### config.mk
export PLATFORM = sky130hd
export DESIGN_NAME = i2c_regport
export DESIGN_NICKNAME = d
export VERILOG_FILES = /design/src/rtl/i2c_regport_pkg.sv /design/src/rtl/i2c_line_sync.sv /design/src/rtl/i2c_ptr_unit.sv /design/src/rtl/i2c_xfer_ctrl.sv /design/src/rtl/i2c_regport.sv
export SDC_FILE = /design/constraint.sdc
export NUM_CORES = 1
export LEC_CHECK = 0
export ABC_CLOCK_PERIOD_IN_PS = 2100
export CAP_MARGIN = 20
export CORE_ASPECT_RATIO = 0.6
export CORE_UTILIZATION = 35
export DETAILED_ROUTE_END_ITERATION = 12
export PLACE_DENSITY = 0.61
export RECOVER_POWER = 100
export SKIP_CTS_REPAIR_TIMING = 1
export SLEW_MARGIN = 20
export SYNTH_ARGS = -nofsm -noshare
export SYNTH_HDL_FRONTEND = slang
export SYNTH_SLANG_ARGS = --single-unit
### constraint.sdc
create_clock -name clk -period 2.1 [get_ports clk]
set_input_delay 0.63 -clock clk [delete_from_list [all_inputs] [get_ports clk]]
set_output_delay 0.63 -clock clk [all_outputs]
set_load 0.005 [all_outputs]
### src/rtl/i2c_regport_pkg.sv
package i2c_regport_pkg;
  localparam int BYTE_W  = 8;
  localparam int PTR_W   = BYTE_W - 1;
  localparam int STRAP_W = 2;
  localparam int ID_W    = BYTE_W - 1 - STRAP_W;
  localparam int CNT_W   = $clog2(BYTE_W + 1);

  typedef enum logic [2:0] {
    ST_IDLE,
    ST_ADDR,
    ST_PTR,
    ST_WDATA,
    ST_RDATA
  } xfer_st_t;

  // Chip address byte matches identifier plus strap bits (bit 0 is direction)
  function automatic logic addr_hit(input logic [BYTE_W-1:0] b,
                                    input logic [ID_W-1:0] id,
                                    input logic [STRAP_W-1:0] strap);
    return b[BYTE_W-1:1] == {id, strap};
  endfunction

  // Pointer after one data byte
  function automatic logic [PTR_W-1:0] ptr_advance(input logic [PTR_W-1:0] p,
                                                   input logic inc);
    return inc ? PTR_W'(p + 1'b1) : p;
  endfunction
endpackage

### src/rtl/i2c_line_sync.sv
module i2c_line_sync #(
  parameter int STAGES = 2
) (
  input  logic clk,
  input  logic rst_n,
  input  logic scl_i,
  input  logic sda_i,
  output logic sda_s,
  output logic scl_rise,
  output logic scl_fall,
  output logic start_ev,
  output logic stop_ev
);
  localparam int MSB = STAGES - 1;

  logic [STAGES-1:0] scl_p, sda_p;
  logic scl_q, sda_q, scl_s;

  always_ff @(posedge clk or negedge rst_n) begin
    if (!rst_n) begin
      scl_p <= '1;
      sda_p <= '1;
      scl_q <= 1'b1;
      sda_q <= 1'b1;
    end else begin
      scl_p <= {scl_p[STAGES-2:0], scl_i};
      sda_p <= {sda_p[STAGES-2:0], sda_i};
      scl_q <= scl_p[MSB];
      sda_q <= sda_p[MSB];
    end
  end

  assign scl_s    = scl_p[MSB];
  assign sda_s    = sda_p[MSB];
  assign scl_rise = scl_s & ~scl_q;
  assign scl_fall = ~scl_s & scl_q;
  assign start_ev = scl_s & scl_q & sda_q & ~sda_s;
  assign stop_ev  = scl_s & scl_q & ~sda_q & sda_s;
endmodule

### src/rtl/i2c_ptr_unit.sv
module i2c_ptr_unit
  import i2c_regport_pkg::*;
(
  input  logic              clk,
  input  logic              rst_n,
  input  logic              load,
  input  logic [BYTE_W-1:0] load_val,
  input  logic              step,
  output logic [PTR_W-1:0]  ptr,
  output logic              incr
);
  always_ff @(posedge clk or negedge rst_n) begin
    if (!rst_n) begin
      ptr  <= '0;
      incr <= 1'b0;
    end else if (load) begin
      ptr  <= load_val[PTR_W-1:0];
      incr <= load_val[BYTE_W-1];
    end else if (step) begin
      ptr <= ptr_advance(ptr, incr);
    end
  end

  // flag clear keeps the pointer
  p_ptr_hold_r5: assert property (@(posedge clk) disable iff (!rst_n)
    (step && !incr && !load) |=> $stable(ptr));

  // flag set moves to the next register, wrapping
  p_ptr_inc_r5: assert property (@(posedge clk) disable iff (!rst_n)
    (step && incr && !load) |=> (ptr == PTR_W'($past(ptr) + 1'b1)));
endmodule

### src/rtl/i2c_xfer_ctrl.sv
module i2c_xfer_ctrl
  import i2c_regport_pkg::*;
#(
  parameter logic [ID_W-1:0] DEV_ID = 5'b10010
) (
  input  logic               clk,
  input  logic               rst_n,
  input  logic               sda_s,
  input  logic               scl_rise,
  input  logic               scl_fall,
  input  logic               start_ev,
  input  logic               stop_ev,
  input  logic [STRAP_W-1:0] strap,
  input  logic [BYTE_W-1:0]  reg_rdata,
  output logic               sda_oe,
  output logic               ptr_load,
  output logic [BYTE_W-1:0]  ptr_load_val,
  output logic               ptr_step,
  output logic               reg_we,
  output logic [BYTE_W-1:0]  reg_wdata
);
  localparam logic [CNT_W-1:0] LAST_BIT = CNT_W'(BYTE_W);

  xfer_st_t          state;
  logic [CNT_W-1:0]  bitcnt;
  logic              ack_phase, ack_drive, rw, load_pend, mnack;
  logic [BYTE_W-1:0] shreg, txreg;

  // Named internal events
  logic byte_done, ack_end, hit, rx_state;
  assign rx_state  = (state == ST_ADDR) || (state == ST_PTR) || (state == ST_WDATA);
  assign byte_done = scl_fall && !ack_phase && (bitcnt == LAST_BIT);
  assign ack_end   = scl_fall && ack_phase;
  assign hit       = addr_hit(shreg, DEV_ID, strap);

  assign ptr_load     = byte_done && (state == ST_PTR);
  assign ptr_load_val = shreg;
  assign ptr_step     = ack_end && ((state == ST_WDATA) || (state == ST_RDATA));

  assign sda_oe = ack_drive |
                  ((state == ST_RDATA) && !ack_phase && !load_pend && !txreg[BYTE_W-1]);

  always_ff @(posedge clk or negedge rst_n) begin
    if (!rst_n) begin
      state     <= ST_IDLE;
      bitcnt    <= '0;
      ack_phase <= 1'b0;
      ack_drive <= 1'b0;
      rw        <= 1'b0;
      load_pend <= 1'b0;
      mnack     <= 1'b0;
      shreg     <= '0;
      txreg     <= '0;
      reg_we    <= 1'b0;
      reg_wdata <= '0;
    end else begin
      reg_we <= 1'b0;
      if (start_ev || stop_ev) begin
        state     <= start_ev ? ST_ADDR : ST_IDLE;
        bitcnt    <= '0;
        ack_phase <= 1'b0;
        ack_drive <= 1'b0;
        load_pend <= 1'b0;
      end else begin
        if (load_pend) begin
          txreg     <= reg_rdata;
          load_pend <= 1'b0;
        end
        if (rx_state) begin
          if (scl_rise && !ack_phase) begin
            shreg  <= {shreg[BYTE_W-2:0], sda_s};
            bitcnt <= bitcnt + CNT_W'(1);
          end
          if (byte_done) begin
            bitcnt <= '0;
            if (state == ST_ADDR && !hit) begin
              state <= ST_IDLE;
            end else begin
              ack_phase <= 1'b1;
              ack_drive <= 1'b1;
              if (state == ST_ADDR) rw <= shreg[0];
              if (state == ST_WDATA) begin
                reg_we    <= 1'b1;
                reg_wdata <= shreg;
              end
            end
          end
          if (ack_end) begin
            ack_phase <= 1'b0;
            ack_drive <= 1'b0;
            if (state == ST_ADDR) begin
              if (rw) begin
                state     <= ST_RDATA;
                load_pend <= 1'b1;
              end else begin
                state <= ST_PTR;
              end
            end else if (state == ST_PTR) begin
              state <= ST_WDATA;
            end
          end
        end else if (state == ST_RDATA) begin
          if (scl_rise) begin
            if (ack_phase) mnack <= sda_s;
            else           bitcnt <= bitcnt + CNT_W'(1);
          end
          if (scl_fall && !ack_phase) begin
            if (bitcnt == LAST_BIT) begin
              ack_phase <= 1'b1;
              bitcnt    <= '0;
            end else begin
              txreg <= {txreg[BYTE_W-2:0], 1'b0};
            end
          end
          if (ack_end) begin
            ack_phase <= 1'b0;
            if (mnack) state <= ST_IDLE;
            else       load_pend <= 1'b1;
          end
        end
      end
    end
  end

  // a foreign address is never acknowledged
  p_addr_miss_r1: assert property (@(posedge clk) disable iff (!rst_n)
    (byte_done && state == ST_ADDR && !hit) |=> (!sda_oe && state == ST_IDLE));

  // bit counter never passes one byte
  p_bitcnt_max_r2: assert property (@(posedge clk) disable iff (!rst_n)
    bitcnt <= LAST_BIT);

  // write strobe only inside a data byte's acknowledge slot
  p_we_in_ack_r4: assert property (@(posedge clk) disable iff (!rst_n)
    reg_we |-> (ack_phase && state == ST_WDATA));

  // master NACK ends driving
  p_nack_release_r7: assert property (@(posedge clk) disable iff (!rst_n)
    (ack_end && state == ST_RDATA && mnack) |=> (!sda_oe && state == ST_IDLE));

  // START restarts the address phase with SDA released
  p_start_addr_r8: assert property (@(posedge clk) disable iff (!rst_n)
    start_ev |=> (state == ST_ADDR && bitcnt == '0 && !sda_oe));

  // STOP returns to idle
  p_stop_idle_r8: assert property (@(posedge clk) disable iff (!rst_n)
    stop_ev |=> (state == ST_IDLE && !sda_oe));
endmodule

### src/rtl/i2c_regport.sv
module i2c_regport
  import i2c_regport_pkg::*;
#(
  parameter logic [4:0] DEV_ID      = 5'b10010,
  parameter int         SYNC_STAGES = 2
) (
  input  logic              clk,
  input  logic              rst_n,
  input  logic              scl_i,
  input  logic              sda_i,
  output logic              sda_oe,
  input  logic [1:0]        strap_i,
  output logic              reg_we,
  output logic [6:0]        reg_addr,
  output logic [7:0]        reg_wdata,
  input  logic [7:0]        reg_rdata
);
  logic sda_s, scl_rise, scl_fall, start_ev, stop_ev;
  logic ptr_load, ptr_step, incr;
  logic [BYTE_W-1:0] ptr_load_val;

  i2c_line_sync #(.STAGES(SYNC_STAGES)) u_sync (
    .clk      (clk),
    .rst_n    (rst_n),
    .scl_i    (scl_i),
    .sda_i    (sda_i),
    .sda_s    (sda_s),
    .scl_rise (scl_rise),
    .scl_fall (scl_fall),
    .start_ev (start_ev),
    .stop_ev  (stop_ev)
  );

  i2c_xfer_ctrl #(.DEV_ID(DEV_ID)) u_ctrl (
    .clk          (clk),
    .rst_n        (rst_n),
    .sda_s        (sda_s),
    .scl_rise     (scl_rise),
    .scl_fall     (scl_fall),
    .start_ev     (start_ev),
    .stop_ev      (stop_ev),
    .strap        (strap_i),
    .reg_rdata    (reg_rdata),
    .sda_oe       (sda_oe),
    .ptr_load     (ptr_load),
    .ptr_load_val (ptr_load_val),
    .ptr_step     (ptr_step),
    .reg_we       (reg_we),
    .reg_wdata    (reg_wdata)
  );

  i2c_ptr_unit u_ptr (
    .clk      (clk),
    .rst_n    (rst_n),
    .load     (ptr_load),
    .load_val (ptr_load_val),
    .step     (ptr_step),
    .ptr      (reg_addr),
    .incr     (incr)
  );

  // idle outputs while reset is applied and right after
  p_reset_quiet_r9: assert property (@(posedge clk)
    !rst_n |=> (!reg_we && !sda_oe));
endmodule

### Word-level counts from Yosys, hierarchy flattened

Cells that the tools add are included.

| operators by class | value |
|---|---|
| add/subtract/negate cells | 2 |
| equality and inequality tests | 10 |
| multiplexer cells | 53 |
| bitwise operators | 15 |
| reduce and logical (&&, ||, !) cells | 36 |

Operators by type and width:

| cell | number |
|---|---|
| $mux 8 | 5 |
| $mux 4 | 9 |
| $mux 3 | 11 |
| $mux 1 | 25 |
| $mux 7 | 3 |
| $reduce_and 5->1 | 4 |
| $reduce_bool 3->1 | 4 |
| $logic_and 1x1->1 | 10 |
| $reduce_and 3->1 | 3 |
| $ne 4x3->1 const B | 2 |
| $reduce_bool 4->1 | 2 |
| $add 7x1->7 const B | 1 |
| $and 1x1->1 | 7 |
| $eq 7x7->1 | 1 |
| $not 1->1 | 7 |
| $eq 3x2->1 const B | 2 |
| $reduce_bool 2->1 | 3 |
| $add 4x1->4 const B | 1 |
| $eq 4x4->1 const B | 1 |
| $logic_not 1->1 | 4 |
| $logic_or 1x1->1 | 4 |
| $ne 4x2->1 const B | 1 |
| $reduce_and 2->1 | 2 |
| $eq 3x1->1 const B | 1 |
| other kinds (3) | 3 |

| storage, ports and cells | value |
|---|---|
| bits in registers | 51 |
| input port bits | 14 |
| output and inout bits | 17 |
| word-level logic and storage cells | 133 |

### Logic depth before layout (Yosys ltp)

| depth | value |
|---|---|
| depth after elaboration | 10 |
| gate-level depth with buffers | 8 |
| mapped depth without buffers | 7 |

### Cells and area by module

Synthesis repeated with hierarchy kept, for this count alone.

| second synthesis, totals | value |
|---|---|
| cells, all modules | 213 |
| area total of the unflattened synthesis | 2484.9 sq um |

Modules (own cells, without submodules):

| module | times used | cells each | area each (sq um) |
|---|---|---|---|
| i2c_xfer_ctrl | 1 | 155 | 1853.0 |
| i2c_ptr_unit | 1 | 48 | 441.7 |
| i2c_line_sync | 1 | 10 | 190.2 |

### Worst setup path before layout

OpenSTA, ideal clock, no wires.

| timing path | value |
|---|---|
| kind | register to register |
| from | reg u_ctrl.bitcnt[0] |
| to | reg u_ptr.ptr[1] |
| library setup time | 0.126 ns |
| arrival | 1.642 ns |
| data required time | 1.974 ns |
| setup slack | 0.332 ns |
| cell stages (with the launch flop) | 7 |
| cells stage by stage | dfrtp_1 inv_1 ha_1 nand3b_1 nor4_4 nor2b_2 a221o_1 |

| between the ends | value |
|---|---|
| longest elaborated chain between the ends | 5 |

Ends and longest elaborated chain:

| element | RTL line | text |
|---|---|---|
| start: declaration | i2c_xfer_ctrl.sv:25 | `logic [CNT_W-1:0] bitcnt;` |
| start signal: assignment | i2c_xfer_ctrl.sv:72 | `bitcnt <= bitcnt + CNT_W'(1);` |
| start signal: assignment | i2c_xfer_ctrl.sv:105 | `else bitcnt <= bitcnt + CNT_W'(1);` |
| $eq 4x4->1 (*) | i2c_xfer_ctrl.sv:32 | `assign byte_done = scl_fall && !ack_phase && (bitcnt == LAST_BIT);` |
| $logic_and 1x1->1 (*) | i2c_xfer_ctrl.sv:32 |  |
| $logic_and 1x1->1 (*) | i2c_xfer_ctrl.sv:36 | `assign ptr_load = byte_done && (state == ST_PTR);` |
| $reduce_bool 2->1 (no line) | n/a |  |
| $reduce_and 2->1 (no line) | n/a |  |
| end signal: assignment | i2c_ptr_unit.sv:17 | `ptr <= load_val[PTR_W-1:0];` |
| end signal: assignment | i2c_ptr_unit.sv:20 | `ptr <= ptr_advance(ptr, incr);` |
| end: declaration | i2c_ptr_unit.sv:9 | `output logic [PTR_W-1:0] ptr,` |

Every way passes the cells marked *; elsewhere a longest branch is shown, timed or not.
A chain may end at the register's enable or synchronous reset.

### Worst setup path in the final report

| timing path | value |
|---|---|
| from | reg u_ctrl.state[1] |
| to | reg u_ctrl.txreg[7] |

| between the ends | value |
|---|---|
| longest elaborated chain between the ends | 4 |

Ends and longest elaborated chain:

| element | RTL line | text |
|---|---|---|
| start: declaration | i2c_xfer_ctrl.sv:24 | `xfer_st_t state;` |
| start signal: assignment | i2c_xfer_ctrl.sv:59 | `state <= start_ev ? ST_ADDR : ST_IDLE;` |
| $eq 3x1->1 or $eq 3x2->1 (tied branches) | i2c_xfer_ctrl.sv:31 | `assign rx_state = (state == ST_ADDR) \|\| (state == ST_PTR) \|\| (state == ST_WDATA);` |
| $logic_or 1x1->1 (2 in a row) | i2c_xfer_ctrl.sv:31 |  |
| $mux 8 (*) | i2c_xfer_ctrl.sv:69 | `if (rx_state) begin` |
| end signal: assignment | i2c_xfer_ctrl.sv:66 | `txreg <= reg_rdata;` |
| end signal: assignment | i2c_xfer_ctrl.sv:112 | `txreg <= {txreg[BYTE_W-2:0], 1'b0};` |
| end: declaration | i2c_xfer_ctrl.sv:27 | `logic [BYTE_W-1:0] shreg, txreg;` |

Marked as above.

==> metrics.cfg <==
[synth]
synth-seq-cells=51
yosysWarnings=0
yosysUniqueCellTypes=48
netlist_area_um2=2470
synth_cells=222
synth_nets=239
synth_edf_count=0
seq_area_frac_synth_pct=52.0
avgSynthCellArea_um2=11.1
synth-async-reset-ratio_pct=100
ys.flop_type=dfrtp_1

[timing]
rsz0062_at_grt=yes
fin_crit_sh_pct=98.5
hold_ws_ps=362
max_freq_ghz=0.483
drv_slew=0
slew_headroom_pct=16.8
setup_viol=0
hold_violations=0
finClkSkew_ps=3.57
fin_crit_ps=2070
worstMarginPinSlew_ps=1250

[min_path]
min_path_type=flip-flop to flip-flop
worstHoldEndpoint=u_sync.scl_p[1]
hold_depth=0
min_from=u_sync.scl_p[0]

[floorplanning]
ios=31
core_area_um2=6730
die_area_um2=7400
start_util_pct=36.6
die_w_um=110
die_h_um=67.0
rows=23

[drt]
top_layer_used=met4
ant_nets=0
wl_met1_um=2820
routed-wl-met3_um=257
routed_wirelength_um=5000
drtIter0Drc=106
detail_route.wl_per_cell_um=14.0
route.met2.wl_um=1900
vias=1825
drc=0
viasPerCell=5.10
dr.pass1.iters=4

[layout]
antennaDiodeCount=0
synthToLayoutAreaGrowth_pct=26.0
final_layout_size_suffix_gt1_share_pct=21.0
finalNonFillerCells=358
utilization_pct=46.2
fin_nets=287

[placement]
dp_hpwl_um=3640
port_buffers=30
placedCellCount=350
place_congestion=0.857

[power_and_ir_drop]
p_per_area_nw_per_um2=665
combPwrFrac_pct=4.9
swShare_pct=20.4
pwr-share-seq_pct=49.5
power.net_switching_uw=423
vdd_ir_drop_max_uv=456
power.leakage_nw=1.48
clkPwrFrac_pct=45.6
finalPower_mw=2.07
p_int_mw=1.64

[global_route]
grt_max_degree=52
overflow=0
grt_pass1_vias=1638
track_usage_pct=15.1
antenna_found_initial=0
grt_pass1_wl_um=8300

[clocking]
cts_tree=yes
root_buffer=clkbuf_16
cts_made_buffers=5
clockBufferDepth=2
clkTransAtPathRegs_ps=60
cts-htree-levels=2
cts_sinks=51
insertion_delay_ps=290

[critical_path]
reg2reg_from=u_ctrl.state[1]
end_kind=flip-flop
critPathKind=flip-flop to flip-flop
worstSetupStartpointType=flip-flop
reg2reg_slack_ps=30
critical_path_required_ps=2270
r2r-end=u_ctrl.txreg[7]
crit_arrival_ps=2240
critPathMaxFanout=5
worst-r2r-cell-count=6

[status]
status=finished, final reports clean

[run]
maxCapViolCount=0

-- layout by cell type, fill, tap and decap left out, drive strengths merged, types with 2 or more instances in the layout --
cell type,instances
nand2b,2
nand3,6
clkbuf,13
dfstp,6
or3b,3
ha,3
and3b,2
nor2b,4
dlygate4sd3,19
mux2,19
nand3b,3
clkdlybuf4s50,9
nor2,18
and3,2
dfrtp,45
a311oi,2
a21oi,11
nor4b,2
buf,13
xnor2,4
o311ai,2
a211oi,2
o21ai,15
nand2,22
mux2i,6
o211ai,2
nor3b,6
inv,8
a221o,3
nor3,3
a31oi,2
-- cell usage after synthesis, types with 2 or more instances --
| library cell | number | area (µm²) |
|---|---|---|
| mux2_2 | 19 | 214 |
| nand3_1 | 6 | 30.0 |
| o21ai_0 | 15 | 75.1 |
| nand2b_1 | 2 | 12.5 |
| dfrtp_1 | 45 | 1130 |
| buf_2 | 3 | 15.0 |
| inv_1 | 8 | 30.0 |
| nand3b_1 | 3 | 22.5 |
| a221o_1 | 3 | 30.0 |
| nor2b_1 | 3 | 18.8 |
| a31oi_1 | 2 | 12.5 |
| nand2_1 | 21 | 78.8 |
| o311ai_1 | 2 | 17.5 |
| a21oi_1 | 11 | 55.1 |
| and3b_1 | 2 | 17.5 |
| mux2i_1 | 6 | 60.1 |
| ha_1 | 3 | 37.5 |
| nor3_4 | 2 | 32.5 |
| or3b_4 | 2 | 22.5 |
| a211oi_1 | 2 | 15.0 |
| a311oi_1 | 2 | 17.5 |
| and3_1 | 2 | 12.5 |
| clkbuf_1 | 3 | 11.3 |
| dfstp_2 | 6 | 158 |
| nor2_1 | 18 | 67.6 |
| xnor2_1 | 4 | 35.0 |
| nor3b_1 | 6 | 45.0 |
-- worst max-delay path: stages (launching register included) --
cell and delay, ps:
dfrtp_1 370, or3b_1 410, buf_4 170, nor4b_2 450, clkbuf_1 200, nor3b_1 70
a221o_1 270
-- through the flow --
step | TNS [ps] | worst slack, ps | area (µm²)
finish | 0 | 30.5 | 3110
detailed placement | -123 | -123 | 2980
floorplan | 0 | 332 | 2470
global route | -242 | -79.0 | 3110
global placement | -84.9 | -84.9 | 2980
CTS | -453 | -453 | 3160
-- worst max-delay path by stage --
stage	from	to	slack [ps]	cells after the start
finish	u_ctrl.state[1]	u_ctrl.txreg[7]	30	6
global route	u_ctrl.state[1]	sda_oe	-80	3
CTS	u_ctrl.state[1]	sda_oe	-450	3
detailed placement	u_ctrl.state[1]	sda_oe	-120	3
global placement	u_ctrl.state[1]	sda_oe	-80	3
floorplan	u_ctrl.bitcnt[0]	u_ptr.ptr[1]	330	6
-- final cells by class --
type | count | area, µm²
Tap cell | 87 | 109
Clock inverter | 2 | 35.0
Fill cell | 642 | 3620
Inverter | 8 | 30.0
Clock buffer | 6 | 139
Multi-Input combinational cell | 155 | 1090
Sequential cell | 51 | 1280
Timing Repair Buffer | 49 | 422
-- power groups by stage --
stage	combinational (mW)	clock [mW]	sequential, mW
global route	0.115	1.01	1.03
CTS	0.113	0.962	1.02
global placement	0.111	0	1.04
detailed placement	0.112	0	1.04
floorplan	0.0498	0	1.04
finish	0.102	0.942	1.02
-- sequential cells by signal, indices dropped and copies added (netlist names), 2 cells and up --
signal / count
u_ptr.ptr: 7
u_ctrl.reg_wdata: 8
u_ctrl.bitcnt: 4
u_sync.sda_p: 2
u_sync.scl_p: 2
u_ctrl.ptr_load_val: 8
u_ctrl.txreg: 8
u_ctrl.state: 3
-- layer usage --
| metal | GRT usage (%) | vias to the layer above |
|---|---|---|
| li1 | - | 896 |
| met1 | 24.7 | 888 |
| met2 | 18.9 | 39 |
| met3 | 3.82 | 2 |
| met4 | 3.45 | 0 |
| met5 | 0 | - |
-- logic make-up (layout without fill, tap and decap cells) --
family	count (synthesis)	count (layout)	synth area share, %
compound gates	45	45	11.8
xor+xnor	4	4	1.42
simple gates	78	78	19.1
mux	25	25	11.1
buf+inv	16	65	3.04
fa+ha+maj	3	3	1.52
flops	51	51	52.0
No activity file was read; power rests on OpenSTA's default activity.
